[src/rtl/sar_pkg.sv]
// Shared types and decode helpers for the serial audio receiver.
// Assumes: the mode field occupies the low three bits of the control word.
package sar_pkg;

    typedef enum logic [2:0] {
        MODE_I2S  = 3'b000,
        MODE_LJ   = 3'b001,
        MODE_TDM  = 3'b010,
        MODE_RJ24 = 3'b011,
        MODE_RJ20 = 3'b100,
        MODE_RJ18 = 3'b101,
        MODE_RJ16 = 3'b110,
        MODE_RSV  = 3'b111
    } rx_mode_e;

    typedef struct packed {
        logic     ws_inv;   // word clock polarity
        logic     bck_inv;  // bit clock edge select
        rx_mode_e mode;
    } rx_cfg_t;

    // Number of captured bits for a mode; full is the sample width.
    function automatic logic [5:0] word_bits(rx_mode_e m, logic [5:0] full);
        case (m)
            MODE_RJ20: word_bits = 6'd20;
            MODE_RJ18: word_bits = 6'd18;
            MODE_RJ16: word_bits = 6'd16;
            default:   word_bits = full;
        endcase
    endfunction

    // Modes whose MSB trails the slot boundary by one bit.
    function automatic logic msb_delayed(rx_mode_e m);
        msb_delayed = (m == MODE_I2S) || (m == MODE_TDM);
    endfunction

    // Modes that justify the LSB to the end of the channel.
    function automatic logic is_rj(rx_mode_e m);
        is_rj = (m == MODE_RJ24) || (m == MODE_RJ20) ||
                (m == MODE_RJ18) || (m == MODE_RJ16);
    endfunction

endpackage

[src/rtl/sar_sync.sv]
// Multi-stage synchronizer for a bundle of asynchronous inputs.
// Assumes: all bits are slow compared with clk, so the same latency for every bit keeps them aligned.
module sar_sync #(
    parameter int WIDTH  = 3,
    parameter int STAGES = 2
) (
    input  logic             clk,
    input  logic             rst_n,
    input  logic [WIDTH-1:0] d,
    output logic [WIDTH-1:0] q
);
    logic [WIDTH-1:0] chain [STAGES];

    // Shift the raw inputs through the flop chain.
    always_ff @(posedge clk) begin
        if (!rst_n) begin
            for (int i = 0; i < STAGES; i++) chain[i] <= '0;
        end else begin
            chain[0] <= d;
            for (int i = 1; i < STAGES; i++) chain[i] <= chain[i-1];
        end
    end

    assign q = chain[STAGES-1];
endmodule

[src/rtl/sar_edge.sv]
// Detects the sampling edge of the synchronized bit clock.
// Assumes: bclk_s is already synchronous; bck_inv = 0 selects the rising edge.
module sar_edge (
    input  logic clk,
    input  logic rst_n,
    input  logic bclk_s,
    input  logic bck_inv,
    output logic strobe
);
    logic prev;

    // Remember last cycle's bit clock level.
    always_ff @(posedge clk) begin
        if (!rst_n) prev <= 1'b0;
        else        prev <= bclk_s;
    end

    // A sampling edge is a change that lands on the active level.
    always_comb strobe = (bclk_s != prev) && (bclk_s == !bck_inv);
endmodule

[src/rtl/sar_slot_ctl.sv]
// Tracks bit position within a channel or TDM frame and decides which
// sampled bits belong to a sample window and which one closes it.
// Assumes: strobe marks each sampling edge; lr_s is aligned with it.
module sar_slot_ctl
    import sar_pkg::*;
#(
    parameter int SLOT_BITS = 32,
    parameter int SLOTS     = 8,
    parameter int CH_W      = $clog2(SLOTS)
) (
    input  logic            clk,
    input  logic            rst_n,
    input  logic            clr,
    input  logic            strobe,
    input  logic            lr_s,
    input  rx_cfg_t         cfg,
    input  logic [5:0]      width,
    output logic            take,
    output logic            last,
    output logic [CH_W-1:0] chan
);
    localparam int FRAME_LEN = SLOTS * SLOT_BITS;
    localparam int POS_W     = $clog2(FRAME_LEN + 1);
    localparam int BIT_W     = $clog2(SLOT_BITS);
    localparam logic [POS_W-1:0] POS_MAX   = POS_W'(FRAME_LEN);
    localparam logic [POS_W-1:0] POS_HALF  = POS_W'(SLOT_BITS);
    localparam logic [BIT_W:0]   SLOT_LEN  = (BIT_W+1)'(SLOT_BITS);

    logic             have_prev, lr_prev, locked;
    logic [POS_W-1:0] pos;

    logic             tdm, edge_seen, frame_go, lock_cur, in_win;
    logic [POS_W-1:0] limit, pos_cur;
    logic [BIT_W:0]   bit_idx, first, final_bit;

    // Frame restart, bit position and window decisions for the current bit.
    always_comb begin
        tdm       = (cfg.mode == MODE_TDM);
        edge_seen = have_prev && (lr_s != lr_prev);
        frame_go  = tdm ? (edge_seen && (lr_s == cfg.ws_inv)) : edge_seen;
        limit     = tdm ? POS_MAX : POS_HALF;
        if (frame_go)         pos_cur = '0;
        else if (pos < limit) pos_cur = pos + 1'b1;
        else                  pos_cur = pos;
        lock_cur  = locked || frame_go;
        bit_idx   = {1'b0, pos_cur[BIT_W-1:0]};
        if (msb_delayed(cfg.mode))  first = (BIT_W+1)'(1);
        else if (is_rj(cfg.mode))   first = SLOT_LEN - width;
        else                        first = '0;
        final_bit = first + width - 1'b1;
        in_win    = lock_cur && (cfg.mode != MODE_RSV) && (pos_cur < limit) &&
                    (bit_idx >= first) && (bit_idx <= final_bit);
        take      = strobe && in_win;
        last      = (bit_idx == final_bit);
        if (tdm) chan = pos_cur[BIT_W +: CH_W];
        else     chan = {{(CH_W-1){1'b0}}, lr_s ^ cfg.ws_inv};
    end

    // Advance the position and alignment state on every sampling edge.
    always_ff @(posedge clk) begin
        if (!rst_n || clr) begin
            have_prev <= 1'b0;
            lr_prev   <= 1'b0;
            locked    <= 1'b0;
            pos       <= POS_MAX;
        end else if (strobe) begin
            have_prev <= 1'b1;
            lr_prev   <= lr_s;
            locked    <= lock_cur;
            pos       <= pos_cur;
        end
    end
endmodule

[src/rtl/sar_deser.sv]
// Shifts window bits in MSB first and publishes an MSB-aligned sample with
// a one-cycle strobe when the window closes.
// Assumes: take and last come from the same sampling edge as sd.
module sar_deser #(
    parameter int SAMPLE_W = 24,
    parameter int CH_W     = 3
) (
    input  logic                clk,
    input  logic                rst_n,
    input  logic                take,
    input  logic                last,
    input  logic                sd,
    input  logic [CH_W-1:0]     chan,
    input  logic [5:0]          width,
    output logic                valid,
    output logic [CH_W-1:0]     chan_o,
    output logic [SAMPLE_W-1:0] data_o
);
    logic [SAMPLE_W-1:0] shreg, nxt;

    // Shift register contents including the bit arriving now.
    always_comb nxt = {shreg[SAMPLE_W-2:0], sd};

    // Capture window bits and emit the aligned sample on the final one.
    always_ff @(posedge clk) begin
        if (!rst_n) begin
            shreg  <= '0;
            valid  <= 1'b0;
            chan_o <= '0;
            data_o <= '0;
        end else begin
            valid <= take && last;
            if (take) shreg <= nxt;
            if (take && last) begin
                chan_o <= chan;
                data_o <= nxt << (6'(SAMPLE_W) - width);
            end
        end
    end
endmodule

[src/rtl/serial_audio_rx.sv]
// Serial audio input receiver: control register, input synchronizers,
// bit clock edge selection, frame tracking and deserialization.
// Assumes: clk runs at least four times faster than bclk_in.
module serial_audio_rx
    import sar_pkg::*;
#(
    parameter int SAMPLE_W  = 24,
    parameter int SLOT_BITS = 32,
    parameter int SLOTS     = 8,
    parameter int SYNC_STG  = 2,
    parameter int CH_W      = $clog2(SLOTS)
) (
    input  logic                clk,
    input  logic                rst_n,
    input  logic                cfg_we,
    input  logic [4:0]          cfg_wdata,
    input  logic                bclk_in,
    input  logic                lrclk_in,
    input  logic                sdata_in,
    output logic                smp_valid,
    output logic [CH_W-1:0]     smp_chan,
    output logic [SAMPLE_W-1:0] smp_data
);
    rx_cfg_t         cfg_q;
    logic [2:0]      pins_s;
    logic            bclk_s, lr_s, sd_s, strobe, take, last;
    logic [CH_W-1:0] chan;
    logic [5:0]      width;

    // Control register load.
    always_ff @(posedge clk) begin
        if (!rst_n)      cfg_q <= '0;
        else if (cfg_we) cfg_q <= rx_cfg_t'(cfg_wdata);
    end

    // Captured width for the current mode.
    always_comb width = word_bits(cfg_q.mode, 6'(SAMPLE_W));

    sar_sync #(.WIDTH(3), .STAGES(SYNC_STG)) u_sync (
        .clk(clk), .rst_n(rst_n),
        .d({bclk_in, lrclk_in, sdata_in}), .q(pins_s)
    );
    assign {bclk_s, lr_s, sd_s} = pins_s;

    sar_edge u_edge (
        .clk(clk), .rst_n(rst_n), .bclk_s(bclk_s),
        .bck_inv(cfg_q.bck_inv), .strobe(strobe)
    );

    sar_slot_ctl #(.SLOT_BITS(SLOT_BITS), .SLOTS(SLOTS), .CH_W(CH_W)) u_ctl (
        .clk(clk), .rst_n(rst_n), .clr(cfg_we), .strobe(strobe),
        .lr_s(lr_s), .cfg(cfg_q), .width(width),
        .take(take), .last(last), .chan(chan)
    );

    sar_deser #(.SAMPLE_W(SAMPLE_W), .CH_W(CH_W)) u_deser (
        .clk(clk), .rst_n(rst_n), .take(take), .last(last), .sd(sd_s),
        .chan(chan), .width(width),
        .valid(smp_valid), .chan_o(smp_chan), .data_o(smp_data)
    );
endmodule

[config.mk]
export PLATFORM = sky130hd
export DESIGN_NAME = serial_audio_rx
export DESIGN_NICKNAME = d
export VERILOG_FILES = /design/src/rtl/sar_pkg.sv /design/src/rtl/sar_sync.sv /design/src/rtl/sar_edge.sv /design/src/rtl/sar_slot_ctl.sv /design/src/rtl/sar_deser.sv /design/src/rtl/serial_audio_rx.sv
export SDC_FILE = /design/constraint.sdc
export NUM_CORES = 1
export LEC_CHECK = 0
export CAP_MARGIN = 20
export CORE_MARGIN = 8
export CORE_UTILIZATION = 45
export DETAILED_ROUTE_END_ITERATION = 7
export GPL_ROUTABILITY_DRIVEN = 0
export PLACE_DENSITY_LB_ADDON = 0.12
export SLEW_MARGIN = 25
export SYNTH_ARGS = -nofsm -noshare
export SYNTH_HDL_FRONTEND = slang
export SYNTH_SLANG_ARGS = --single-unit
[constraint.sdc]
create_clock -name clk -period 13.2 [get_ports clk]
set_input_delay 2.64 -clock clk [delete_from_list [all_inputs] [get_ports clk]]
set_output_delay 2.64 -clock clk [all_outputs]
set_load 0.01 [all_outputs]
# Word-level counts from Yosys, hierarchy flattened
# Memories as Yosys holds them, arrays and structs flattened.
# Cells that the tools add are included.
[word_totals]
ramBits = 6
input_bits = 11
n_memories = 1
output_inout_bits = 28
regBits = 69
[classes]
n_shift = 1
eq_ne = 11
magnitude_cmp = 4
add_sub_neg = 5
n_mux = 12
n_bitwise = 3
reduce_logical = 18
[mem_list]
columns = ["name", "words", "word_bits", "read_ports", "rd_clocked_by_memory_dff", "wr", "line", "text"]
rows = [
  ["u_sync.chain", 2, 3, 2, 0, 2, "sar_sync.sv:12", "logic [WIDTH-1:0] chain [STAGES];"],
]
[ops]
columns = ["operator", "count"]
rows = [
  ["9-bit two-way mux", 3],
  ["24-bit by 6-bit left shift with 24-bit output", 1],
  ["9-bit < comparator", 2],
  ["6-bit two-way mux", 2],
  ["4-bit one-hot mux with 3 select lines", 1],
  ["9-bit by 1-bit adder with 9-bit output (second input constant)", 1],
  ["3-bit equality test (second input constant)", 3],
  ["1-bit logical AND", 9],
  ["3-bit two-way mux", 3],
  ["6-bit by 5-bit adder with 6-bit output", 1],
  ["3-bit by 2-bit equality test with 1-bit output (second input constant)", 2],
  ["5-bit by 6-bit equality test with 1-bit output", 1],
  ["5-bit by 6-bit greater-or-equal comparator with 1-bit output", 1],
  ["5-bit by 6-bit less-or-equal comparator with 1-bit output", 1],
  ["1-bit logical OR", 6],
  ["5-bit by 5-bit subtractor with 6-bit output (first input constant)", 1],
  ["6-bit by 1-bit subtractor with 6-bit output (second input constant)", 1],
  ["6-bit by 5-bit subtractor with 6-bit output (first input constant)", 1],
  ["3-bit zero test", 1],
  ["1-bit two-way mux", 3],
  ["3-bit != test (second input constant)", 1],
  ["1-bit equality test", 2],
  ["1-bit zero test", 2],
  ["1-bit != test", 2],
  ["other kinds (2)", 3],
]

# Logic depth before layout (Yosys ltp)
[logic_depth]
ltp_word = 12
ltp_mapped = 23
depth_no_buf = 17

# By module
# From an unflattened synthesis, not the netlist that was laid out.
[unflattened]
hier_cells = 543
hier_area_um2 = 4971.0
[by_module_without_submodules]
columns = ["module", "cells_per_inst", "area_each_um2", "n_inst"]
rows = [
  ["sar_deser", 322, 3125.5, 1],
  ["sar_slot_ctl", 179, 1392.6, 1],
  ["serial_audio_rx", 22, 224.0, 1],
  ["sar_sync", 15, 180.2, 1],
  ["sar_edge", 5, 48.8, 1],
]

# Worst setup path before layout
# No wires, ideal clock.
[synth_timing]
path_type = "reg-to-reg"
from = "register cfg_q[2] (netlist bit)"
to = "register u_deser.data_o[12]"
path_slack_ns = 8.489
path_stages_with_launch = 22
arrival_time_ns = 4.588
period_less_slack_ns = 4.711
setup_ns = 0.123
required_ns = 13.077
cell_sequence = "dfxtp_1 clkbuf_1 or3b_2 ha_1 clkbuf_1 clkbuf_1 nand2_1 ha_1 inv_1 ha_1 a21o_1 a21oi_1 xor2_1 ha_1 and3_1 o21ai_0 nand2_1 a31oi_1 o2111ai_1 buf_6 buf_6 mux2i_1"
[synth_between]
elab_chain_len = 12
word_cells_on_any_way = 35
cone_classes = "add/sub: 4; order compare: 4; eq/ne: 7; shift: 1; mux: 7; reduce/logical: 12"
[synth_rtl]
columns = ["element", "line", "text"]
rows = [
  ["start, declared", "serial_audio_rx.sv:24", "rx_cfg_t cfg_q;"],
  ["start signal, assigned", "serial_audio_rx.sv:33", "else if (cfg_we) cfg_q <= rx_cfg_t'(cfg_wdata);"],
  ["parallel branches: the longest is 12 deep, another holds 6-bit by 5-bit subtractor with 6-bit output", "--", ""],
  ["end signal, assigned", "sar_deser.sv:36", "data_o <= nxt << (6'(SAMPLE_W) - width);"],
  ["end, declared", "sar_deser.sv:17", "output logic [SAMPLE_W-1:0] data_o"],
]
# Several ways; the timed one is not identified.
# A chain may end at the register's enable or synchronous reset.

# Worst setup path in the final report
[layout_timing]
from = "register cfg_q[1] (netlist bit)"
to = "register u_deser.valid"
[layout_between]
elab_chain_len = 12
word_cells_on_any_way = 33
cone_classes = "add/sub: 3; order compare: 4; eq/ne: 7; mux: 7; reduce/logical: 12"
[layout_rtl]
columns = ["element", "line", "text"]
rows = [
  ["parallel branches: the longest is 11 deep, another holds 6-bit by 5-bit subtractor with 6-bit output", "--", ""],
  ["1-bit logical AND (*)", "sar_deser.sv:32", "valid <= take && last;"],
  ["end signal, assigned", "sar_deser.sv:32", ""],
  ["end, declared", "sar_deser.sv:15", "output logic valid,"],
]
# Mark *: on every way between the ends.

==> metrics.txt <==
number of vias per cell slightly above 5; post-cts resize count 0; internal power component about 350 uW; setup TNS 0 ns; mean routed wirelength per cell between 10 and 15 um; final wirelength 9280 um; initial antenna violation count 0; top-level I/O count 39; worst hold path depth 1; CTS Buf Count 9; r2r startpoint cfg_q[1]; # DRC 0; Worst-Skew Late Latency roughly 0.36 ns; required time at the worst-slack endpoint ~13 ns; initial core utilization 0.466; R2R depth 18; GRT Overall Usage 0.149; fmax ~190 MHz; post-synth net total 513; 1st-iter DRT viols approximately 110; worst min path class reg2reg; Setup crit end kind flop; Final Skew between 0.02 and 0.025 ns; first-pass GRT wire length ~16000 um; Antenna Cells 0; Core Footprint between 0.009 and 0.01 mm^2; hpwl dp 6900 um; DRT antenna net count 0; GR Overflow Total 0; Reg clk slew, reported paths 0.09 ns; Synth area leader dfxtp_1; Die X approximately 110 um; die area ~0.013 mm^2; die height about 110 um; Final Hold Fails 0; Synth Instances between 400 and 500; Synthesis Warnings 0; critical path class reg2reg; fin crit share 0.407; worst reg2reg setup slack around 8 ns; P_sw around 120 uW; reg-to-reg critical path endpoint u_deser.valid; clk root buf clkbuf_8; post-synth cell types between 40 and 50; CTS tree yes; final core utilization 0.536; HP Start u_sync.chain[0][1]; via count around 3300; max-cap violations 0; Max transition margin 0.334; kind of start point of the critical path flop; Mean Syn Cell Area 8.97 um^2; IO Port Bufs 38; hold-critical path endpoint u_sync.chain[0][4]; number of synthesized flops with an enable pin 0; status completed; Synth Flop Type dfxtp_1; H-tree depth 3; largest net degree at the start of global routing 62; RSZ-0062 raised after global routing no; fin nets 532; Peak supply drop 0.0564 mV; hold bufs inserted after CTS 0; Layout area overhead 15.2%; Slew Viols, Final 0; vias in the first global route just over 3000; worst slew pin tran around 1 ns; Seq cells post-synth between 70 and 80; Setup Fix Bufs, Post-CTS 0; Post-Syn Area between 0.004 and 0.005 mm^2; share of Yosys cell area claimed by the top area cell type 0.347; Seq pwr share 0.493; Crit Path Max Fanout 30; register area share after synthesis 0.347; Clk pwr share 0.403; Leak Pwr 0.00229 uW; Post-synth top cells 100 x mux2i_1, 81 x nand2_1, 75 x dfxtp_1, 36 x nor2_1, 23 x clkbuf_1; layout cell share with drive strength beyond 1 0.0771; Final setup viols 0; synth top area cells dfxtp_1 35%, mux2i_1 23%, nand2_1 7.0%; Fill cells slightly below 900; most common cell in the synthesized netlist mux2i_1; CTS max path bufs 2; Post-synth ARST share 0; Arr. time, crit path 5.63 ns; Sw Share 0.249; crit path time final 5.37 ns; num rows 35; Gate power share 0.104; clock tree sinks 75; pwr/cell area roughly 94 mW/mm^2; Pre-antenna DRT Iters 4
layer usage:
metal | part of all wire | global-route usage | wire length (um) | vias to the layer above
li1 | - | - | - | 1706
met1 | 0.52 | 0.206 | 4830 | 1492
met2 | 0.42 | 0.217 | 3870 | 57
met3 | 0.049 | 0.0391 | 453 | 12
met4 | 0.014 | 0.0470 | 129 | 0
met5 | 0 | 0 | 0 | -
worst max-delay path, cell delays in order (launching register included):
cell and delay, ns:
dfxtp_1 0.44, nand3b_1 0.14, buf_4 0.38, ha_2 0.24, inv_1 0.04, ha_1 0.81
nand2_1 0.19, ha_1 0.34, inv_1 0.04, ha_1 0.33, a21oi_1 0.18, xor2_1 0.18
ha_1 0.26, and3_1 0.18, o21ai_0 0.08, nand2_1 0.07, a31oi_1 0.40, o2111ai_4 0.60
nor3_1 0.38
state kept, by name (all words and copies together), names as in the netlist, 3 cells and up:
register        count
cfg_q               5
u_sync.chain        6
u_deser.shreg      23
u_deser.data_o     24
u_deser.chan_o      3
u_ctl.pos           9
worst max-delay path by stage:
stage	from	endpoint	slack (ns)	cells after the start
after floorplan	cfg_q[2]	u_deser.data_o[12]	8.49	21
after global placement	rst_n	u_deser.data_o[2]	7.48	6
after detailed placement	cfg_q[2]	u_deser.valid	7.56	16
after CTS	cfg_q[2]	u_deser.valid	7.54	16
after global routing	cfg_q[1]	u_deser.valid	7.43	18
final	cfg_q[1]	u_deser.valid	7.83	18
power groups by stage:
stage / Clock (uW) / Sequential (uW) / Combinational (uW)
after floorplan: 0 / 235 / 39.6
after global placement: 0 / 236 / 48.2
final: 189 / 231 / 48.7
after global routing: 203 / 231 / 54.6
after CTS: 194 / 231 / 49.0
after detailed placement: 0 / 236 / 48.8
stage by stage:
step	setup slack (ns)	area, um^2	cells	power (uW)	hold slack [ns]
CTS	7.54	4970	635	474	0.438
detailed placement	7.56	4760	619	285	0.419
floorplan	8.49	4320	482	274	0.412
finish	7.83	4980	635	468	0.435
global placement	7.48	4730	618	284	0.416
global route	7.43	4980	635	489	0.470
logic make-up (layout without fill, tap and decap cells):
logic type | Yosys count | after routing | share of synthesized area
muxes | 110 | 110 | 0.258
xor gates and xnor gates | 12 | 12 | 0.0287
and+or+nand+nor | 171 | 171 | 0.179
DFF | 75 | 75 | 0.347
adders and majority gates | 20 | 20 | 0.0579
AOI/OAI and AO/OA | 47 | 47 | 0.0802
buffers and inverters | 47 | 71 | 0.0495
layout make-up:
cell class / count / area (um^2) / share of cell area
tap: 129 / 161 / 0.0324
inverter: 14 / 52.6 / 0.0106
clock inverter: 3 / 43.8 / 0.00880
multi-input combinational: 360 / 2630 / 0.528
timing repair buffer: 41 / 420 / 0.0844
sequential: 75 / 1500 / 0.302
clock buffer: 13 / 169 / 0.0339
placed cells by master, fill, tap and decap left out, drive strengths merged, types with 2 or more instances in the layout:
master         instances
nand3b                 4
o2111ai                3
and2                  12
or4                    2
clkbuf                13
xor2                   3
inv                   14
o2bb2ai                2
mux2                  10
or3                    5
xnor2                  9
clkinv                 2
o211ai                 5
dfxtp                 75
nor2b                  2
nor4                   2
o21ai                 12
a21o                   3
nand2b                 6
nand3                 11
buf                    4
or3b                   2
a22oi                  2
nand2                 81
ha                    20
mux2i                100
nor2                  37
a21oi                  9
clkdlybuf4s50         37
a31oi                  4
a32o                   2
nor3                   3
Note: power is estimated with default switching activity, not from simulation.
